<file path="config.mk">
export PLATFORM = sky130hd
export DESIGN_NAME = doorbell_mbox
export DESIGN_NICKNAME = d
export VERILOG_FILES = /design/src/rtl/dbmb_pkg.sv /design/src/rtl/dbmb_decode.sv /design/src/rtl/dbmb_chan.sv /design/src/rtl/doorbell_mbox.sv
export SDC_FILE = /design/constraint.sdc
export NUM_CORES = 1
export LEC_CHECK = 0
export ABC_AREA = 0
export ABC_CLOCK_PERIOD_IN_PS = 1540
export BUFFER_PORTS_ARGS = -buffer_cell sky130_fd_sc_hd__clkbuf_2
export CAP_MARGIN = 10
export CORE_ASPECT_RATIO = 0.75
export CORE_MARGIN = 2
export CORE_UTILIZATION = 35
export CTS_BUF_LIST = sky130_fd_sc_hd__clkbuf_16
export DETAILED_ROUTE_END_ITERATION = 8
export GPL_TIMING_DRIVEN = 1
export PLACE_DENSITY = 0.78
export SLEW_MARGIN = 20
export SYNTH_ARGS = -nofsm -noshare
export SYNTH_HDL_FRONTEND = slang
export SYNTH_SLANG_ARGS = --single-unit
</file>
<file path="constraint.sdc">
create_clock -name clk_i -period 1.54 [get_ports clk_i]
set_clock_uncertainty 0.1 [all_clocks]
set_input_delay 0.077 -clock clk_i [delete_from_list [all_inputs] [get_ports clk_i]]
set_output_delay 0.077 -clock clk_i [all_outputs]
set_load 0.05 [all_outputs]
</file>
<file path="src/rtl/dbmb_pkg.sv">
package dbmb_pkg;

  typedef enum logic [2:0] {
    K_NONE,
    K_STAT,
    K_SET,
    K_CLR,
    K_ID,
    K_BAD
  } acc_kind_e;

  localparam int unsigned ID_COUNT = 12;

  // identification bytes, indexed in rising address order
  function automatic logic [7:0] id_byte(input logic [3:0] idx);
    case (idx)
      4'd0:    id_byte = 8'h04;
      4'd4:    id_byte = 8'h56;
      4'd5:    id_byte = 8'hB8;
      4'd6:    id_byte = 8'h0B;
      4'd8:    id_byte = 8'h0D;
      4'd9:    id_byte = 8'hF0;
      4'd10:   id_byte = 8'h05;
      4'd11:   id_byte = 8'hB1;
      default: id_byte = 8'h00;
    endcase
  endfunction

endpackage

</file>
<file path="src/rtl/dbmb_decode.sv">
module dbmb_decode
  import dbmb_pkg::*;
#(
  parameter int unsigned NUM_CH = 2,
  parameter int unsigned AW     = 12,
  localparam int unsigned CH_W  = (NUM_CH > 1) ? $clog2(NUM_CH) : 1
) (
  input  logic            req_i,
  input  logic            we_i,
  input  logic [AW-1:0]   addr_i,
  output acc_kind_e       kind_o,
  output logic [CH_W-1:0] ch_o,
  output logic [3:0]      id_idx_o,
  output logic            bad_o
);

  localparam int unsigned WW = AW - 2;
  localparam logic [WW-1:0] ID_FIRST = WW'((1 << WW) - ID_COUNT);

  logic [WW-1:0] word;
  logic [AW-5:0] ch_field;
  logic [1:0]    reg_field;

  assign word      = addr_i[AW-1:2];
  assign ch_field  = word[WW-1:2];
  assign reg_field = word[1:0];
  assign ch_o      = ch_field[CH_W-1:0];
  assign id_idx_o  = word[3:0] - ID_FIRST[3:0];

  always_comb begin
    kind_o = K_NONE;
    if (req_i) begin
      kind_o = K_BAD;
      if (addr_i[1:0] == 2'b00) begin
        if ({1'b0, ch_field} < (AW-3)'(NUM_CH)) begin
          case (reg_field)
            2'd0:    kind_o = K_STAT;
            2'd1:    kind_o = K_SET;
            2'd2:    kind_o = K_CLR;
            default: kind_o = K_BAD;
          endcase
        end else if (word >= ID_FIRST) begin
          kind_o = K_ID;
        end
      end
    end
  end

  // wrong direction counts as a bad access
  always_comb begin
    case (kind_o)
      K_BAD:          bad_o = 1'b1;
      K_STAT, K_ID:   bad_o = we_i;
      K_SET, K_CLR:   bad_o = ~we_i;
      default:        bad_o = 1'b0;
    endcase
  end

endmodule

</file>
<file path="src/rtl/dbmb_chan.sv">
module dbmb_chan #(
  parameter int unsigned FLAG_W = 4
) (
  input  logic              clk_i,
  input  logic              rst_ni,
  input  logic              set_i,
  input  logic              clr_i,
  input  logic [FLAG_W-1:0] bits_i,
  output logic [FLAG_W-1:0] flags_o,
  output logic              irq_o
);

  logic [FLAG_W-1:0] flags_q;

  always_ff @(posedge clk_i or negedge rst_ni) begin
    if (!rst_ni)    flags_q <= '0;
    else if (set_i) flags_q <= flags_q | bits_i;
    else if (clr_i) flags_q <= flags_q & ~bits_i;
  end

  assign flags_o = flags_q;
  assign irq_o   = |flags_q;

  AST_SET_KEEPS: assert property (@(posedge clk_i) disable iff (!rst_ni)
    set_i |=> ((flags_q & $past(flags_q)) == $past(flags_q)));
  AST_SET_ADDS: assert property (@(posedge clk_i) disable iff (!rst_ni)
    set_i |=> ((flags_q & $past(bits_i)) == $past(bits_i)));
  AST_CLR_DROPS: assert property (@(posedge clk_i) disable iff (!rst_ni)
    clr_i |=> ((flags_q & $past(bits_i)) == '0));
  AST_CLR_KEEPS_OTHERS: assert property (@(posedge clk_i) disable iff (!rst_ni)
    clr_i |=> ((flags_q & ~$past(bits_i)) == ($past(flags_q) & ~$past(bits_i))));
  AST_IDLE_HOLD: assert property (@(posedge clk_i) disable iff (!rst_ni)
    (!set_i && !clr_i) |=> $stable(flags_q));

endmodule

</file>
<file path="src/rtl/doorbell_mbox.sv">
module doorbell_mbox
  import dbmb_pkg::*;
#(
  parameter int unsigned NUM_CH = 2,
  parameter int unsigned FLAG_W = 4,
  parameter int unsigned AW     = 12,
  parameter int unsigned DW     = 32
) (
  input  logic              clk_i,
  input  logic              rst_ni,
  input  logic              req_i,
  input  logic              we_i,
  input  logic [AW-1:0]     addr_i,
  input  logic [DW-1:0]     wdata_i,
  output logic [DW-1:0]     rdata_o,
  output logic [NUM_CH-1:0] irq_o,
  output logic              err_o
);

  localparam int unsigned CH_W = (NUM_CH > 1) ? $clog2(NUM_CH) : 1;

  acc_kind_e         kind;
  logic [CH_W-1:0]   ch_sel;
  logic [3:0]        id_idx;
  logic              bad;
  logic [FLAG_W-1:0] flags [NUM_CH];
  logic [NUM_CH-1:0] set_we, clr_we;
  logic [DW-1:0]     rdata_d, rdata_q;
  logic              err_q;
  logic              unused_hi;

  assign unused_hi = ^wdata_i[DW-1:FLAG_W];

  dbmb_decode #(.NUM_CH(NUM_CH), .AW(AW)) u_dec (
    .req_i   (req_i),
    .we_i    (we_i),
    .addr_i  (addr_i),
    .kind_o  (kind),
    .ch_o    (ch_sel),
    .id_idx_o(id_idx),
    .bad_o   (bad)
  );

  for (genvar c = 0; c < NUM_CH; c++) begin : g_ch
    assign set_we[c] = we_i && (kind == K_SET) && (ch_sel == CH_W'(c));
    assign clr_we[c] = we_i && (kind == K_CLR) && (ch_sel == CH_W'(c));

    dbmb_chan #(.FLAG_W(FLAG_W)) u_ch (
      .clk_i  (clk_i),
      .rst_ni (rst_ni),
      .set_i  (set_we[c]),
      .clr_i  (clr_we[c]),
      .bits_i (wdata_i[FLAG_W-1:0]),
      .flags_o(flags[c]),
      .irq_o  (irq_o[c])
    );
  end

  always_comb begin
    rdata_d = '0;
    if (!we_i) begin
      case (kind)
        K_STAT:  rdata_d = DW'(flags[ch_sel]);
        K_ID:    rdata_d = DW'(id_byte(id_idx));
        default: rdata_d = '0;
      endcase
    end
  end

  always_ff @(posedge clk_i or negedge rst_ni) begin
    if (!rst_ni) begin
      rdata_q <= '0;
      err_q   <= 1'b0;
    end else begin
      rdata_q <= rdata_d;
      err_q   <= bad;
    end
  end

  assign rdata_o = rdata_q;
  assign err_o   = err_q;

  AST_BAD_FLAGGED: assert property (@(posedge clk_i) disable iff (!rst_ni)
    (req_i && bad) |=> err_o);
  AST_ERR_HAS_CAUSE: assert property (@(posedge clk_i) disable iff (!rst_ni)
    err_o |-> $past(req_i));
  AST_WO_READ_ZERO: assert property (@(posedge clk_i) disable iff (!rst_ni)
    (req_i && !we_i && (kind == K_SET || kind == K_CLR)) |=> (rdata_o == '0));
  AST_IDLE_RDATA_ZERO: assert property (@(posedge clk_i) disable iff (!rst_ni)
    !req_i |=> (rdata_o == '0));
  AST_ONE_STROBE: assert property (@(posedge clk_i) disable iff (!rst_ni)
    $onehot0({set_we, clr_we}));

endmodule

</file>
Word-level counts from Yosys, hierarchy flattened
Memory sizes are Yosys's and may differ from the RTL's.
Cells that the tools add are included.

word-level totals
  flip-flop bits (word level) = 41
  ROM bits = 128
  bits of input ports = 48
  output and inout port bits = 35
  logic and storage cells = 53
  memories kept = 1

memories
  memory           words  width  read ports  clocked after memory_dff  write ports  line            text
  (no name shown)  16     8      1           0                         0            dbmb_pkg.sv:16  case (idx)

cells by class
  $add $sub $neg = 1
  order comparisons = 3
  equal/unequal tests = 7
  muxes and demuxes = 15
  bitwise gates (word level) = 8
  reductions and logical operators = 14

operators with widths
  operator                                                   number
  two-way mux 32 bit                                         1
  two-way mux 4 bit                                          7
  one-hot mux 8 bit (2 select lines)                         1
  greater-or-equal comparator 10 bit, second input constant  1
  two-way mux 3 bit                                          3
  one-hot mux 3 bit (3 select lines)                         1
  bitwise AND 4 bit                                          2
  < comparator 8 x 2 -> 1 bit, second input constant         1
  OR 4 bit                                                   2
  OR reduction 4 bit                                         2
  equality test 3 x 2 -> 1 bit, second input constant        2
  equality test 3 bit, second input constant                 2
  logical AND 1 bit                                          6
  zero test 2 bit                                            2
  inverter 4 bit                                             1
  nonzero test 2 bit                                         2
  OR reduction 2 bit                                         2
  subtractor 4 x 3 -> 4 bit, second input constant           1
  equality test 3 x 1 -> 1 bit, second input constant        1
  one-hot mux 1 bit (3 select lines)                         1
  equality test 2 x 1 -> 1 bit, second input constant        1
  equality test 2 bit, second input constant                 1
  greater-or-equal comparator 2 bit, second input constant   1
  inverter 1 bit                                             2
  2 further kinds                                            2

Longest topological paths before layout
Gate-level depths: netlist of run 1.

  word-level depth = 10
  gate-level depth with buffers = 7
  depth with buffers taken out = 6

Hierarchy
A second synthesis of run 1 with hierarchy kept.

unflattened totals
  cells, all modules = 134
  area total of the unflattened synthesis = 1233.7 sq um

by module, submodules not included
  module         times used  cells an instance  area each (sq um)  sequential area each (sq um)
  doorbell_mbox  1           75                 678.2              200.2
  dbmb_chan      2           13                 158.9              100.1
  dbmb_decode    1           33                 237.7              0.0

Worst setup path before layout of run 1
No wires, ideal clock.

  path type = in2reg
  start = in addr_i[4]
  end = reg rdata_q[1] (netlist: rdata_o[1])
  setup time = 0.084 ns
  arrival = 1.661 ns
  slack = -0.305 ns
  cell stages on the path = 6
  path buffers = 1
  cells stage by stage = buf_2 inv_1 ha_1 nor2b_1 or4b_2 o22ai_1

on the way
  word-level cells in the longest chain between the ends = 8
  elaborated cells on any way between the ends = 16

ends and longest elaborated chain
  item                                                                        line                 text
  start, declared                                                             doorbell_mbox.sv:13  input logic [AW-1:0] addr_i,
  greater-or-equal comparator 10 bit                                          dbmb_decode.sv:42    end else if (word >= ID_FIRST) begin
  two-way mux 1 bit                                                           dbmb_decode.sv:42
  two-way mux 3 bit                                                           dbmb_decode.sv:35    if ({1'b0, ch_field} < (AW-3)'(NUM_CH)) begin
  two-way mux 3 bit                                                           dbmb_decode.sv:34    if (addr_i[1:0] == 2'b00) begin
  two-way mux 3 bit                                                           dbmb_decode.sv:32    if (req_i) begin
  equality test 3 bit / equality test 3 x 1 -> 1 bit (equally long branches)  doorbell_mbox.sv:62  case (kind)
  one-hot mux 8 bit (2 select lines) (*)                                      doorbell_mbox.sv:62
  two-way mux 32 bit (*)                                                      doorbell_mbox.sv:61  if (!we_i) begin
  net rdata_d[1]                                                              doorbell_mbox.sv:28  logic [DW-1:0] rdata_d, rdata_q;
  end signal, assigned                                                        doorbell_mbox.sv:75  rdata_q <= rdata_d;
  end, declared                                                               doorbell_mbox.sv:28

The timed path passes the listed nets; every way through them passes the cells marked *. The select of a mux whose other input is x is not followed.
A chain may end at the register's enable or synchronous reset.

==> results.py, run 1 <==
metrics = {
    "outcome": {
        "outcome": "finished, final reports clean",
    },
    "sta": {
        "hold_violations": 0,
        "slew_violations": 0,
        "max_freq_mhz": 656.7,
        "setup_viol": 0,
        "rsz0062_at_grt": "yes",
        "period_minus_slack_ps": 1523,
        "finalCritPeriodShare": 0.9887,
    },
    "route": {
        "num_vias": 1062,
        "dr.pass1.iters": 4,
        "ant_nets": 0,
        "routedWlPerCell_um": 12.14,
        "vias_per_cell": 4.784,
        "drt-total-wl_um": 2695,
        "drc_errors": 0,
        "drt_iter0_drc": 36,
    },
    "global_route": {
        "gr-usage-met2": 0.1931,
        "use_met1": 0.1934,
        "grt_max_degree": 17,
        "grt_busiest_layer": "met1",
        "track_usage": 0.1313,
        "grt_pass1_vias": 955,
        "antenna_found_initial": 0,
        "globalRouteMet3Util": 0.04529,
        "grt_pass1_wl_um": 4284,
        "grt_overflow": 0,
    },
    "setup_path": {
        "crit_required_ps": 1360,
        "crit_family": "simple AND/OR/NAND/NOR gates",
        "start_kind": "flop",
        "crit_type": "reg -> out",
        "critPathMaxStageDelay_ps": 540,
        "cp_max_fo": 3,
        "worst_ep_arrival_time_ps": 1350,
        "critPathBufInv": 1,
        "cp_slowest_cell": "or4_4",
        "end_kind": "primary output",
        "path_cells": "or4_4 > buf_8",
    },
    "placed_design": {
        "dpl_cell_area_um2": 1484,
        "gp_congestion": 0.8163,
        "dp_hpwl_um": 2183,
        "port_buffers": 30,
    },
    "yosys": {
        "ys.flop_type": "dfrtp_1",
        "synth_async_sr_flop_share": 1.000,
        "ys_types": 37,
        "ys_seq_elements": 16,
        "synth-edff-count": 0,
        "netlist_top_cells_area": "dfrtp_1, buf_4, ha_1",
        "synth_area_leader_cell": "dfrtp_1",
        "syn_inst": 132,
        "yosys-top-cells-count": "buf_4, dfrtp_1, ha_1, inv_1",
        "ys_seq_area_frac": 0.3165,
        "synth.most_common_cell": "buf_4",
        "syn_area_per_cell_um2": 9.583,
        "synthDominantCellAreaShare": 0.3165,
        "synth.cell_area_um2": 1265,
        "yosysWarningCount": 0,
    },
    "pwr": {
        "ir_worst_vdd_uv": 495.2,
        "power_density_nw_per_um2": 728.9,
        "finalPower_uw": 1238,
        "power_leakage_uw": 0.0008484,
    },
    "clock_tree": {
        "h-tree-depth": 1,
        "cts_tree": "done",
        "clockRootBuffer": "clkbuf_16",
        "clk_latency_ps": 240,
        "cts_buffers": 3,
        "clk_pin_slew_ps": 50,
        "clock-sinks": 16,
        "clk_path_buf_depth": 2,
    },
    "final_layout": {
        "antenna_cells": 0,
        "areaGrowthSynthToFinish_pct": 34.22,
        "fin_area_um2": 1698,
        "nets": 238,
        "drive_gt1_frac": 0.4231,
    },
    "floorplan": {
        "row_count": 18,
        "initial_core_util": 0.3744,
        "die-width_um": 73.42,
        "ios": 83,
        "core_area_um2": 3378,
        "die-area_um2": 4116,
        "dieHeight_um": 56.07,
    },
    "run": {
        "max_cap_violations": 0,
    },
    "min_path": {
        "hold_path_class": "in -> reg",
    },
}
worst register-to-register path, cell delays in order, from the launching register on:
cell     delay (ps)
dfrtp_1         380
buf_4           130
buf_4           130
mux2i_1         140
o22ai_1         120
cell type report:
class                   instances  area, um2
fillers                       330       1680
repair buffers                 53      354.1
clock buffers                   3      75.07
flip-flops and latches         16      400.4
well taps                      40      50.05
clock inverters                 1      3.754
multi-input cells             102      788.3
inverters                       7      26.28
per-layer routing:
layer | wire length [um] | up-vias
li1 | - | 530
met1 | 1332 | 500
met2 | 1195 | 32
met3 | 167 | 0
met4 | 0 | 0
met5 | 0 | -
metrics by stage:
stage	utilization	setup TNS (ps)	instances	worst slack, ps	hold slack [ps]
floorplan	-	-980.5	155	-78.38	-318.6
finish	0.5026	0	222	17.33	2.232
detailed placement	0.4393	-3249	213	-329.8	-82.56
CTS	0.4881	-12.12	221	-12.12	2.212
global placement	0.4393	-3071	213	-275.3	-87.57
global route	0.5026	-122.0	222	-43.80	11.83
layout by cell type, fill, tap and decap left out, types with 2 or more instances in the layout:
| master | netlist | layout |
|---|---|---|
| nand2_1 | 2 | 2 |
| inv_2 | 0 | 3 |
| a21boi_0 | 4 | 4 |
| or3_1 | 4 | 4 |
| ha_4 | 0 | 3 |
| o22ai_1 | 5 | 4 |
| nor2_1 | 4 | 4 |
| inv_1 | 7 | 4 |
| conb_1 | 1 | 24 |
| or4b_2 | 2 | 2 |
| or4_4 | 1 | 3 |
| a22oi_1 | 5 | 5 |
| ha_1 | 7 | 4 |
| nand3_1 | 5 | 5 |
| dfrtp_1 | 16 | 16 |
| nand2b_1 | 2 | 2 |
| nor2b_1 | 3 | 2 |
| nor3_1 | 3 | 3 |
| mux2_1 | 4 | 4 |
| clkbuf_16 | 0 | 3 |
| buf_8 | 0 | 2 |
| a31o_2 | 4 | 4 |
| nor4_2 | 1 | 2 |
| clkbuf_2 | 0 | 28 |
| buf_4 | 27 | 19 |
| mux2i_1 | 4 | 4 |
| nor3b_1 | 2 | 2 |
| dlygate4sd3_1 | 0 | 3 |
logic make-up (layout without fill, tap and decap cells):
family / count (synthesis) / in the layout / share of synthesized area
and+or+nand+nor: 39 / 39 / 0.2018
buffers and inverters: 37 / 64 / 0.1978
AOI/OAI and AO/OA: 24 / 24 / 0.1444
DFF: 16 / 16 / 0.3165
muxes: 8 / 8 / 0.06726
adders and majority gates: 7 / 7 / 0.06924
other: 1 / 24 / 0.002965
power breakdown:
| part | switching (uW) | internal [uW] | leakage, uW | total [uW] |
|---|---|---|---|---|
| Combinational | 228 | 95.9 | 0.000588 | 324 |
| Clock | 147 | 343 | 0.0000385 | 490 |
| Sequential | 0.485 | 423 | 0.000221 | 423 |
| Total | 376 | 862 | 0.000848 | 1240 |
worst paths after layout:
path,from,endpoint,slack [ps],depth (start not counted)
worst min-delay path,wdata_i[3],flop,2,2
min in group asynchronous,rst_ni,asynchronous set/reset pin,190,2
max in group asynchronous,rst_ni,rdata_o[2],870,2
worst max register to register,flop,rdata_o[0],390,4
worst min register to register,flop,flop,430,1
worst max-delay path,flop,irq_o[1],20,2
what timing repair did:
action,CTS,global route
pin swaps,1,3
setup endpoints to repair,7,11
buffers inserted,1,2
resized for setup,9,11
hold buffers,3,0
endpoints found under the hold margin,18,0
(Power assumes the default switching activity.)
==> run 2: changes to the inputs <==
--- a/config.mk
+++ b/config.mk
@@ -16,6 +16,7 @@
 export DETAILED_ROUTE_END_ITERATION = 8
 export GPL_TIMING_DRIVEN = 1
 export PLACE_DENSITY = 0.78
+export REMOVE_ABC_BUFFERS = 1
 export SLEW_MARGIN = 20
 export SYNTH_ARGS = -nofsm -noshare
 export SYNTH_HDL_FRONTEND = slang
==> run 2 against run 1 <==
  * Die area stayed put
  * Sequential power hardly changed
  * Critical path depth unchanged
  * Register-to-register slack better by 80 ps
  * Clock power decreased by 0.8%
  * Sequential cell count is the same
  * First-iteration DRC count rose by 22%
  * Final cell count is 0.90% higher
  * Critical path type unchanged
  * Critical endpoint unchanged
==> results.py, run 2 (synthesis results as in run 1) <==
metrics = {
    "floorplan": {
        "row_count": 18,
        "initial_core_util": 0.3744,
        "core_area_um2": 3378,
        "ios": 83,
        "die-area_um2": 4116,
        "die-width_um": 73.42,
        "dieHeight_um": 56.07,
    },
    "clock_tree": {
        "h-tree-depth": 1,
        "cts_buffers": 3,
        "cts_tree": "done",
        "clk_pin_slew_ps": 50,
        "clk_path_buf_depth": 2,
        "clockRootBuffer": "clkbuf_16",
        "clk_latency_ps": 240,
        "clock-sinks": 16,
    },
    "global_route": {
        "track_usage": 0.1472,
        "grt_pass1_vias": 1021,
        "antenna_found_initial": 0,
        "grt_max_degree": 17,
        "grt_pass1_wl_um": 4761,
        "grt_overflow": 0,
    },
    "route": {
        "routedWlPerCell_um": 13.00,
        "maxUsedRoutingLayer": "met3",
        "drc_errors": 0,
        "drt-met1-wl_um": 1409,
        "drt_iter0_drc": 44,
        "ant_nets": 0,
        "vias_per_cell": 4.710,
        "drt-total-wl_um": 2912,
        "num_vias": 1055,
        "dr.pass1.iters": 4,
        "wl_met3_um": 148,
        "wl_met2_um": 1354,
    },
    "setup_path": {
        "crit_required_ps": 1360,
        "rr_worst_depth": 3,
        "crit_type": "reg -> out",
        "path_cells": "or4_4 > clkbuf_16",
        "critPathMaxStageDelay_ps": 550,
        "worst-path-stages": 2,
        "crit_family": "simple AND/OR/NAND/NOR gates",
        "worst_ep_arrival_time_ps": 1350,
        "end_kind": "primary output",
        "start_kind": "flop",
        "critPathBufInv": 1,
        "cp_slowest_cell": "or4_4",
        "cp_max_fo": 2,
    },
    "pwr": {
        "p_sw_frac": 0.3030,
        "power_leakage_uw": 0.0008499,
        "combPwrFrac": 0.257,
        "p_int_uw": 853.3,
        "power_density_nw_per_um2": 723.2,
        "pwr-share-clk": 0.397,
        "finalPower_uw": 1224,
        "switching_power_uw": 371.0,
        "ir_worst_vdd_uv": 579.0,
        "seq_power_share": 0.346,
    },
    "sta": {
        "hold_violations": 0,
        "max_freq_mhz": 655.2,
        "slew_violations": 0,
        "rsz0062_at_grt": "yes",
        "period_minus_slack_ps": 1526,
        "setup_viol": 0,
        "finalCritPeriodShare": 0.9910,
        "layout_setup_ws_ps": 13.83,
    },
    "placed_design": {
        "dp.cells": 213,
        "dp_hpwl_um": 2244,
        "gp_congestion": 0.8235,
        "port_buffers": 30,
        "dp_slack_ps": -312.4,
        "dpl_cell_area_um2": 1463,
    },
    "final_layout": {
        "fin_area_um2": 1693,
        "antenna_cells": 0,
        "areaGrowthSynthToFinish_pct": 33.83,
        "drive_gt1_frac": 0.4239,
        "layout.cells.most_common": "clkbuf_2",
        "final_cells": 224,
        "nFillCells": 317,
        "layout_common_cells": "clkbuf_2, conb_1, buf_4, dfrtp_1",
        "nets": 241,
    },
    "min_path": {
        "hold_path_class": "in -> reg",
        "whs_path_depth": 2,
    },
    "outcome": {
        "outcome": "finished, final reports clean",
    },
    "run": {
        "max_cap_violations": 0,
    },
}
-- run 2: worst paths after layout --
| path | from | to | slack [ps] |
|---|---|---|---|
| min in group asynchronous | rst_ni | rdata_o[4] | 200 |
| min reg2reg | flop | flop | 430 |
| max in group asynchronous | rst_ni | asynchronous set/reset pin | 860 |
| max | flop | irq_o[1] | 10 |
| max reg2reg | flop | flop | 470 |
| min | wdata_i[0] | flop | 5 |
-- run 2: routing by layer --
layer  GRT usage  up-vias
met5           0        -
li1            -      533
met2      0.2239       31
met1      0.2157      491
met4     0.01558        0
met3     0.03804        0
-- run 2: through the flow --
stage	setup TNS (ps)	hold slack [ps]	utilization
detailed placement	-3786	-71.79	0.4330
floorplan	-1277	-318.6	-
finish	0	4.962	0.5011
CTS	0	0.7276	0.4841
global placement	-3483	-82.63	0.4330
global route	-25.58	19.27	0.5011
-- run 2: final cells by class --
class	instances	area, um2	share of cell area
flip-flops and latches	16	400.4	0.2365
clock buffers	3	75.07	0.04435
well taps	40	50.05	0.02956
inverters	7	26.28	0.01552
repair buffers	56	380.4	0.2247
multi-input cells	102	760.7	0.4494
-- run 2: repair_timing --
action | 4_1_cts | 5_1_grt
setup endpoints to repair | 7 | 14
cloned | 0 | 0
endpoints found under the hold margin | 17 | 0
hold buffers | 2 | 0
buffers inserted | 4 | 2
gates resized for setup | 8 | 12
pin swaps | 1 | 2
-- run 2: worst reg2reg max path, delay by kind of cell, from the launching register on --
family | cells | cell delay (ps)
DFF | 1 | 380
AOI/OAI and AO/OA | 2 | 330
buffers and inverters | 1 | 140
-- run 2: power by group through the flow --
stage | Sequential, uW | Combinational, uW | Clock [uW]
6_report | 423 | 314 | 486
4_1_cts | 423 | 304 | 500
5_1_grt | 423 | 341 | 518
2_1_floorplan | 435 | 192 | 0
3_3_place_gp | 430 | 292 | 0
3_5_place_dp | 430 | 294 | 0
